## config.mk

```make
export PLATFORM = sky130hd
export DESIGN_NAME = lane_deskew_buf
export DESIGN_NICKNAME = d
export VERILOG_FILES = /design/src/rtl/deskew_pkg.sv /design/src/rtl/deskew_lane_buf.sv /design/src/rtl/deskew_ctrl.sv /design/src/rtl/lane_deskew_buf.sv
export SDC_FILE = /design/constraint.sdc
export NUM_CORES = 1
export LEC_CHECK = 0
export BUFFER_PORTS_ARGS = -buffer_cell sky130_fd_sc_hd__buf_2
export CAP_MARGIN = 20
export CELL_PAD_IN_SITES_DETAIL_PLACEMENT = 1
export CELL_PAD_IN_SITES_GLOBAL_PLACEMENT = 2
export CORE_AREA = 2 2 263 265
export CTS_CLUSTER_SIZE = 20
export DETAILED_ROUTE_END_ITERATION = 7
export DIE_AREA = 0 0 265 267
export PLACE_DENSITY = 0.75
export RECOVER_POWER = 25
export SYNTH_ARGS = -nofsm -noshare
export SYNTH_HDL_FRONTEND = slang
export SYNTH_HIERARCHICAL = 1
export SYNTH_SLANG_ARGS = --single-unit
```

## constraint.sdc

```tcl
create_clock -name clk_i -period 3.1 [get_ports clk_i]
set_input_delay 0.31 -clock clk_i [delete_from_list [all_inputs] [get_ports clk_i]]
set_output_delay 0.31 -clock clk_i [all_outputs]
set_load 0.01 [all_outputs]
```

## src/rtl/deskew_pkg.sv

```systemverilog
package deskew_pkg;

  localparam logic [7:0] ALIGN_CHAR = 8'h7C;

  typedef struct packed {
    logic       ctrl;
    logic [7:0] data;
  } cgroup_t;

  typedef enum logic [1:0] {
    ST_SEARCH  = 2'd0,
    ST_COLLECT = 2'd1,
    ST_RUN     = 2'd2
  } dsk_state_e;

  function automatic logic is_align(cgroup_t g);
    return g.ctrl && (g.data == ALIGN_CHAR);
  endfunction

endpackage

```

## src/rtl/deskew_lane_buf.sv

```systemverilog
module deskew_lane_buf
  import deskew_pkg::*;
#(
  parameter int unsigned DEPTH = 16,
  localparam int unsigned AW = $clog2(DEPTH)
) (
  input  logic    clk_i,
  input  logic    rst_ni,
  input  cgroup_t grp_i,
  input  logic    cap_i,
  input  logic    load_i,
  input  logic    run_i,
  output logic    marker_o,
  output cgroup_t grp_o
);

  // DEPTH is a power of two; pointers wrap by overflow
  cgroup_t        mem [DEPTH];
  logic [AW-1:0]  wr_ptr_q, rd_ptr_q, mark_addr_q;
  cgroup_t        grp_q;

  assign marker_o = is_align(grp_i);
  assign grp_o    = grp_q;

  always_ff @(posedge clk_i) begin
    mem[wr_ptr_q] <= grp_i;
  end

  always_ff @(posedge clk_i or negedge rst_ni) begin
    if (!rst_ni) begin
      wr_ptr_q    <= '0;
      rd_ptr_q    <= '0;
      mark_addr_q <= '0;
      grp_q       <= '0;
    end else begin
      wr_ptr_q <= wr_ptr_q + 1'b1;
      if (cap_i) mark_addr_q <= wr_ptr_q;
      // completing lane is captured and loaded in the same cycle
      if (load_i)     rd_ptr_q <= cap_i ? wr_ptr_q : mark_addr_q;
      else if (run_i) rd_ptr_q <= rd_ptr_q + 1'b1;
      grp_q <= run_i ? mem[rd_ptr_q] : '0;
    end
  end

  a_r7_read_step: assert property (@(posedge clk_i) disable iff (!rst_ni)
    (run_i && $past(run_i)) |-> (rd_ptr_q == AW'($past(rd_ptr_q) + 1'b1)));

  a_r1_idle_zero: assert property (@(posedge clk_i) disable iff (!rst_ni)
    !$past(run_i) |-> (grp_q == '0));

endmodule

```

## src/rtl/deskew_ctrl.sv

```systemverilog
module deskew_ctrl
  import deskew_pkg::*;
#(
  parameter int unsigned LANES    = 4,
  parameter int unsigned MAX_SKEW = 13,
  localparam int unsigned TW = $clog2(MAX_SKEW + 1)
) (
  input  logic             clk_i,
  input  logic             rst_ni,
  input  logic             resync_i,
  input  logic [LANES-1:0] marker_i,
  output logic [LANES-1:0] cap_o,
  output logic             load_o,
  output logic             run_o,
  output logic             aligned_o
);

  dsk_state_e       state_q;
  logic [LANES-1:0] seen_q, hits, merged;
  logic [TW-1:0]    timer_q;
  logic             hunting, all_seen, aligned_q;

  assign hunting  = (state_q != ST_RUN);
  assign hits     = hunting ? (marker_i & ~seen_q) : '0;
  assign merged   = seen_q | hits;
  assign all_seen = &merged;
  assign cap_o    = resync_i ? '0 : hits;
  assign load_o   = !resync_i && hunting && (|hits) && all_seen;
  assign run_o    = !resync_i && (state_q == ST_RUN);
  assign aligned_o = aligned_q;

  always_ff @(posedge clk_i or negedge rst_ni) begin
    if (!rst_ni) begin
      state_q   <= ST_SEARCH;
      seen_q    <= '0;
      timer_q   <= '0;
      aligned_q <= 1'b0;
    end else begin
      aligned_q <= run_o;
      if (resync_i) begin
        state_q <= ST_SEARCH;
        seen_q  <= '0;
        timer_q <= '0;
      end else begin
        unique case (state_q)
          ST_SEARCH: begin
            if (|hits) begin
              seen_q <= merged;
              if (all_seen) state_q <= ST_RUN;
              else begin
                state_q <= ST_COLLECT;
                timer_q <= TW'(1);
              end
            end
          end
          ST_COLLECT: begin
            if (all_seen) begin
              seen_q  <= merged;
              state_q <= ST_RUN;
              timer_q <= '0;
            end else if (timer_q == TW'(MAX_SKEW)) begin
              state_q <= ST_SEARCH;
              seen_q  <= '0;
              timer_q <= '0;
            end else begin
              seen_q  <= merged;
              timer_q <= timer_q + 1'b1;
            end
          end
          default: ;
        endcase
      end
    end
  end

  a_r5_window_bound: assert property (@(posedge clk_i) disable iff (!rst_ni)
    timer_q <= TW'(MAX_SKEW));

  a_r3_search_clean: assert property (@(posedge clk_i) disable iff (!rst_ni)
    (state_q == ST_SEARCH) |-> (seen_q == '0));

  a_r8_resync_clears: assert property (@(posedge clk_i) disable iff (!rst_ni)
    resync_i |=> (!aligned_o && state_q == ST_SEARCH));

  a_r9_aligned_holds: assert property (@(posedge clk_i) disable iff (!rst_ni)
    (aligned_o && !resync_i) |=> aligned_o);

endmodule

```

## src/rtl/lane_deskew_buf.sv

```systemverilog
module lane_deskew_buf
  import deskew_pkg::*;
#(
  parameter int unsigned DEPTH = 16,
  localparam int unsigned LANES    = 4,
  localparam int unsigned MAX_SKEW = DEPTH - 3
) (
  input  logic         clk_i,
  input  logic         rst_ni,
  input  logic         resync_i,
  input  logic [31:0]  lane_data_i,
  input  logic [3:0]   lane_ctrl_i,
  output logic [31:0]  out_data_o,
  output logic [3:0]   out_ctrl_o,
  output logic         aligned_o
);

  logic [LANES-1:0] marker, cap, out_mark;
  logic             load, run;
  cgroup_t          lane_in  [LANES];
  cgroup_t          lane_out [LANES];

  deskew_ctrl #(.LANES(LANES), .MAX_SKEW(MAX_SKEW)) u_ctrl (
    .clk_i     (clk_i),
    .rst_ni    (rst_ni),
    .resync_i  (resync_i),
    .marker_i  (marker),
    .cap_o     (cap),
    .load_o    (load),
    .run_o     (run),
    .aligned_o (aligned_o)
  );

  for (genvar l = 0; l < LANES; l++) begin : g_lane
    assign lane_in[l].ctrl = lane_ctrl_i[l];
    assign lane_in[l].data = lane_data_i[8*l +: 8];

    deskew_lane_buf #(.DEPTH(DEPTH)) u_buf (
      .clk_i    (clk_i),
      .rst_ni   (rst_ni),
      .grp_i    (lane_in[l]),
      .cap_i    (cap[l]),
      .load_i   (load),
      .run_i    (run),
      .marker_o (marker[l]),
      .grp_o    (lane_out[l])
    );

    assign out_ctrl_o[l]       = lane_out[l].ctrl;
    assign out_data_o[8*l +: 8] = lane_out[l].data;
    assign out_mark[l]         = is_align(lane_out[l]);
  end

  a_r6_column_first: assert property (@(posedge clk_i) disable iff (!rst_ni)
    (aligned_o && !$past(aligned_o)) |-> (&out_mark));

  a_r1_unaligned_zero: assert property (@(posedge clk_i) disable iff (!rst_ni)
    !aligned_o |-> (out_data_o == '0 && out_ctrl_o == '0));

endmodule

```

==> metrics.txt <==
status=finished clean; worst-margin pin slew=around 0.90 ns; die area=70,800 um^2; die height=between 200 and 300 um; Avg WL per Cell=23.8 um; Slew headroom=40.1%; YS warnings=6; r2r setup slk=between 0.9 and 1 ns; final WL=62.2 mm; vias in the first global route=~15,000; Setup crit start=lane_data_i[21]; Max-Cap Viols=0; top-count cell post-synth=edfxtp_1; ys flop type=edfxtp_1; post-CTS setup buffers=0; final instance area=30,500 um^2; chip width=265 um; H-tree Lvls=3; PwrDens=645 nW/um^2; initial antenna violation count=0; gpl congestion=between 0.7 and 0.8; Final Skew=0.0183 ns; Sink Count=671; mapped cell area=approximately 27,000 um^2; drt pass-1 iters=5; # setup viols final=0; Startpoint Class=input port; Hold WS=0.114 ns; worst-skew pair later-pin latency=0.60 ns; Worst Reg-to-Reg Cells=7; CP Max Fanout=17; end point of the critical path=g_lane[2].u_buf/rd_ptr_q[1]$_DFFE_PN0P_; area leader, netlist=edfxtp_1; Core Region=approximately 68,000 um^2; CTS clk-pin slew, worst paths=roughly 0.060 ns; I/O Pins=76; WP data required=3.56 ns; Hold Path Class=in -> reg; Hold-fix buffers, CTS=2; maximum number of pins on one net before global-route repair=between 40 and 50; share of cells above drive strength 1=13.8%; post_cts resized=0; Final #Nets=1,740; dpl cells=2,486; count of cell types in the netlist=49; initial core utilization=between 30% and 40%; Port Buffer Count=75; DRC errors left=0; total grt overflow=0; Seq cells post-synth=approximately 670; Filler Cell Count=around 6,500; Reg-to-Reg End=g_lane[1].u_buf/grp_o[0]$_DFF_PN0_; Gate Count Post-Synth=1,537; clock root cell=clkbuf_16; Commonest cells post-synth=576 x edfxtp_1, 220 x mux2i_1, 96 x a22oi_1; synth-to-layout area growth=13.3%; first-pass GRT wire length=93.9 mm; syn_nets=1,598; Final Hold Fails=0; syn_area_per_cell=~18 um^2; top cells by area, synth=edfxtp_1 64%, dfrtp_1 8.8%, mux2i_1 8.2%; FP Rows=96; clock buffer count from CTS=71; asr flop ratio synth=14.2%; RSZ-0062 raised after global routing=no; Tmin final=2.45 ns; CTS tree=done; Setup CP Type=in -> reg; non-filler instance count after layout=2,616; origin of the critical flop-to-flop path=u_ctrl/state_q[1]$_DFFE_PN0P_; DP Wirelength=38.9 mm; VDD IR max=~0.3 mV; initial drt markers=roughly 810; post-place instance area=roughly 28,000 um^2; Pleak=between 10 and 15 nW; drt via density=5.32; Seq/Total Area, Yosys=about 73%; Antenna Nets Post-Route=0; fmax=409 MHz; setup TNS=0 ns; WP data arrival=around 2.9 ns; CP endpoint kind=register; EDFF count, synth=576; CTS Buffer Depth=3; final count of pins violating max slew=0; period utilization=78.9%; post-synth top area share=64.3%; ant diodes=0; overall fraction of global-route tracks in use=17.7%; DR vias=13,900
## layer usage
metal | vias up | GRT usage [%] | share of wire [%]
li1 | 6302 | - | -
met1 | 7321 | 23.6 | 45
met2 | 213 | 29.9 | 50
met3 | 83 | 2.95 | 3.3
met4 | 0 | 5.02 | 1.9
met5 | - | 0 | 0
## through the flow
step / total power, mW / utilization (%) / worst slack, ns
global route: 20.3 / 44.9 / 0.396
detailed placement: 11.6 / 41.6 / 0.235
floorplan: 11.3 / - / 0.433
global placement: 11.5 / 41.6 / 0.435
CTS: 19.9 / 44.9 / 0.862
finish: 19.7 / 44.9 / 0.653
## placed cells by master (no fill, tap or decap), types with 17 or more instances in the layout
cell type / n
and2_1: 50
o21ai_0: 17
a22oi_1: 96
dfrtp_1: 91
nand2_1: 72
mux4_1: 32
nor2_1: 18
nand2b_1: 23
buf_4: 63
mux2i_1: 220
nand3_1: 49
buf_2: 50
clkbuf_1: 49
nor2b_1: 28
o21ai_1: 30
ha_1: 22
edfxtp_1: 576
clkbuf_16: 71
## worst max-delay path, cell delays in order
cell	delay (ns)
clkbuf_1	0.50
and4b_1	0.28
nand3_1	0.10
nor4b_1	0.46
buf_4	0.22
or2b_1	0.27
nor2_1	0.11
buf_4	0.15
mux2_2	0.34
nand2_1	0.07
o21ai_0	0.09
## cell families after synthesis
kind of cell             synth area share, %
flip-flops                              73.1
buffers and inverters                   2.47
adder cells (fa/ha/maj)                 1.02
XOR/XNOR                               0.683
AO/OA/AOI/OAI                           4.78
multiplexers                            12.3
AND/OR/NAND/NOR                         5.65
## flip-flops by register name, summed over array words and instances, names as in the netlist
signal and flops:
g_lane.u_buf/mark_addr_q 16, g_lane.u_buf/grp_o 36, g_lane.u_buf/mem 576, u_ctrl/aligned_o 1
u_ctrl/timer_q 4, u_ctrl/seen_q 4, u_ctrl/state_q 2, g_lane.u_buf/wr_ptr_q 16
g_lane.u_buf/rd_ptr_q 16
## worst min path at each step
stage,startpoint,to,slack [ns],cells past startpoint
floorplan,rst_ni,g_lane[0].u_buf/grp_o[0]$_DFF_PN0_,0.01,0
global placement,rst_ni,g_lane[3].u_buf/wr_ptr_q[2]$_DFF_PN0_,0.41,1
detailed placement,rst_ni,g_lane[3].u_buf/wr_ptr_q[2]$_DFF_PN0_,0.42,1
CTS,lane_data_i[13],g_lane[1].u_buf/mem[3][5]$_DFFE_PP_,0.05,1
global route,lane_ctrl_i[2],g_lane[2].u_buf/mem[12][8]$_DFFE_PP_,0.11,1
finish,lane_ctrl_i[2],g_lane[2].u_buf/mem[13][8]$_DFFE_PP_,0.11,1
## where the power goes
| part | internal, mW | switching (mW) | total, mW | leakage (nW) |
|---|---|---|---|---|
| clock | 4.90 | 3.39 | 8.29 | 1.09 |
| sequential | 9.86 | 0.214 | 10.1 | 6.53 |
| combinational | 0.622 | 0.688 | 1.31 | 3.66 |
| total | 15.4 | 4.29 | 19.7 | 11.3 |
## final cells by class
cell class / instances / area, um^2 / area share (%)
clock buffer: 99 / 1910 / 6.27
clock inverter: 29 / 335 / 1.10
inverter: 11 / 41.3 / 0.135
multi-input combinational: 785 / 6600 / 21.6
sequential: 671 / 19700 / 64.5
tap: 882 / 1100 / 3.62
timing repair buffer: 139 / 833 / 2.73
(Power assumes the default switching activity.)
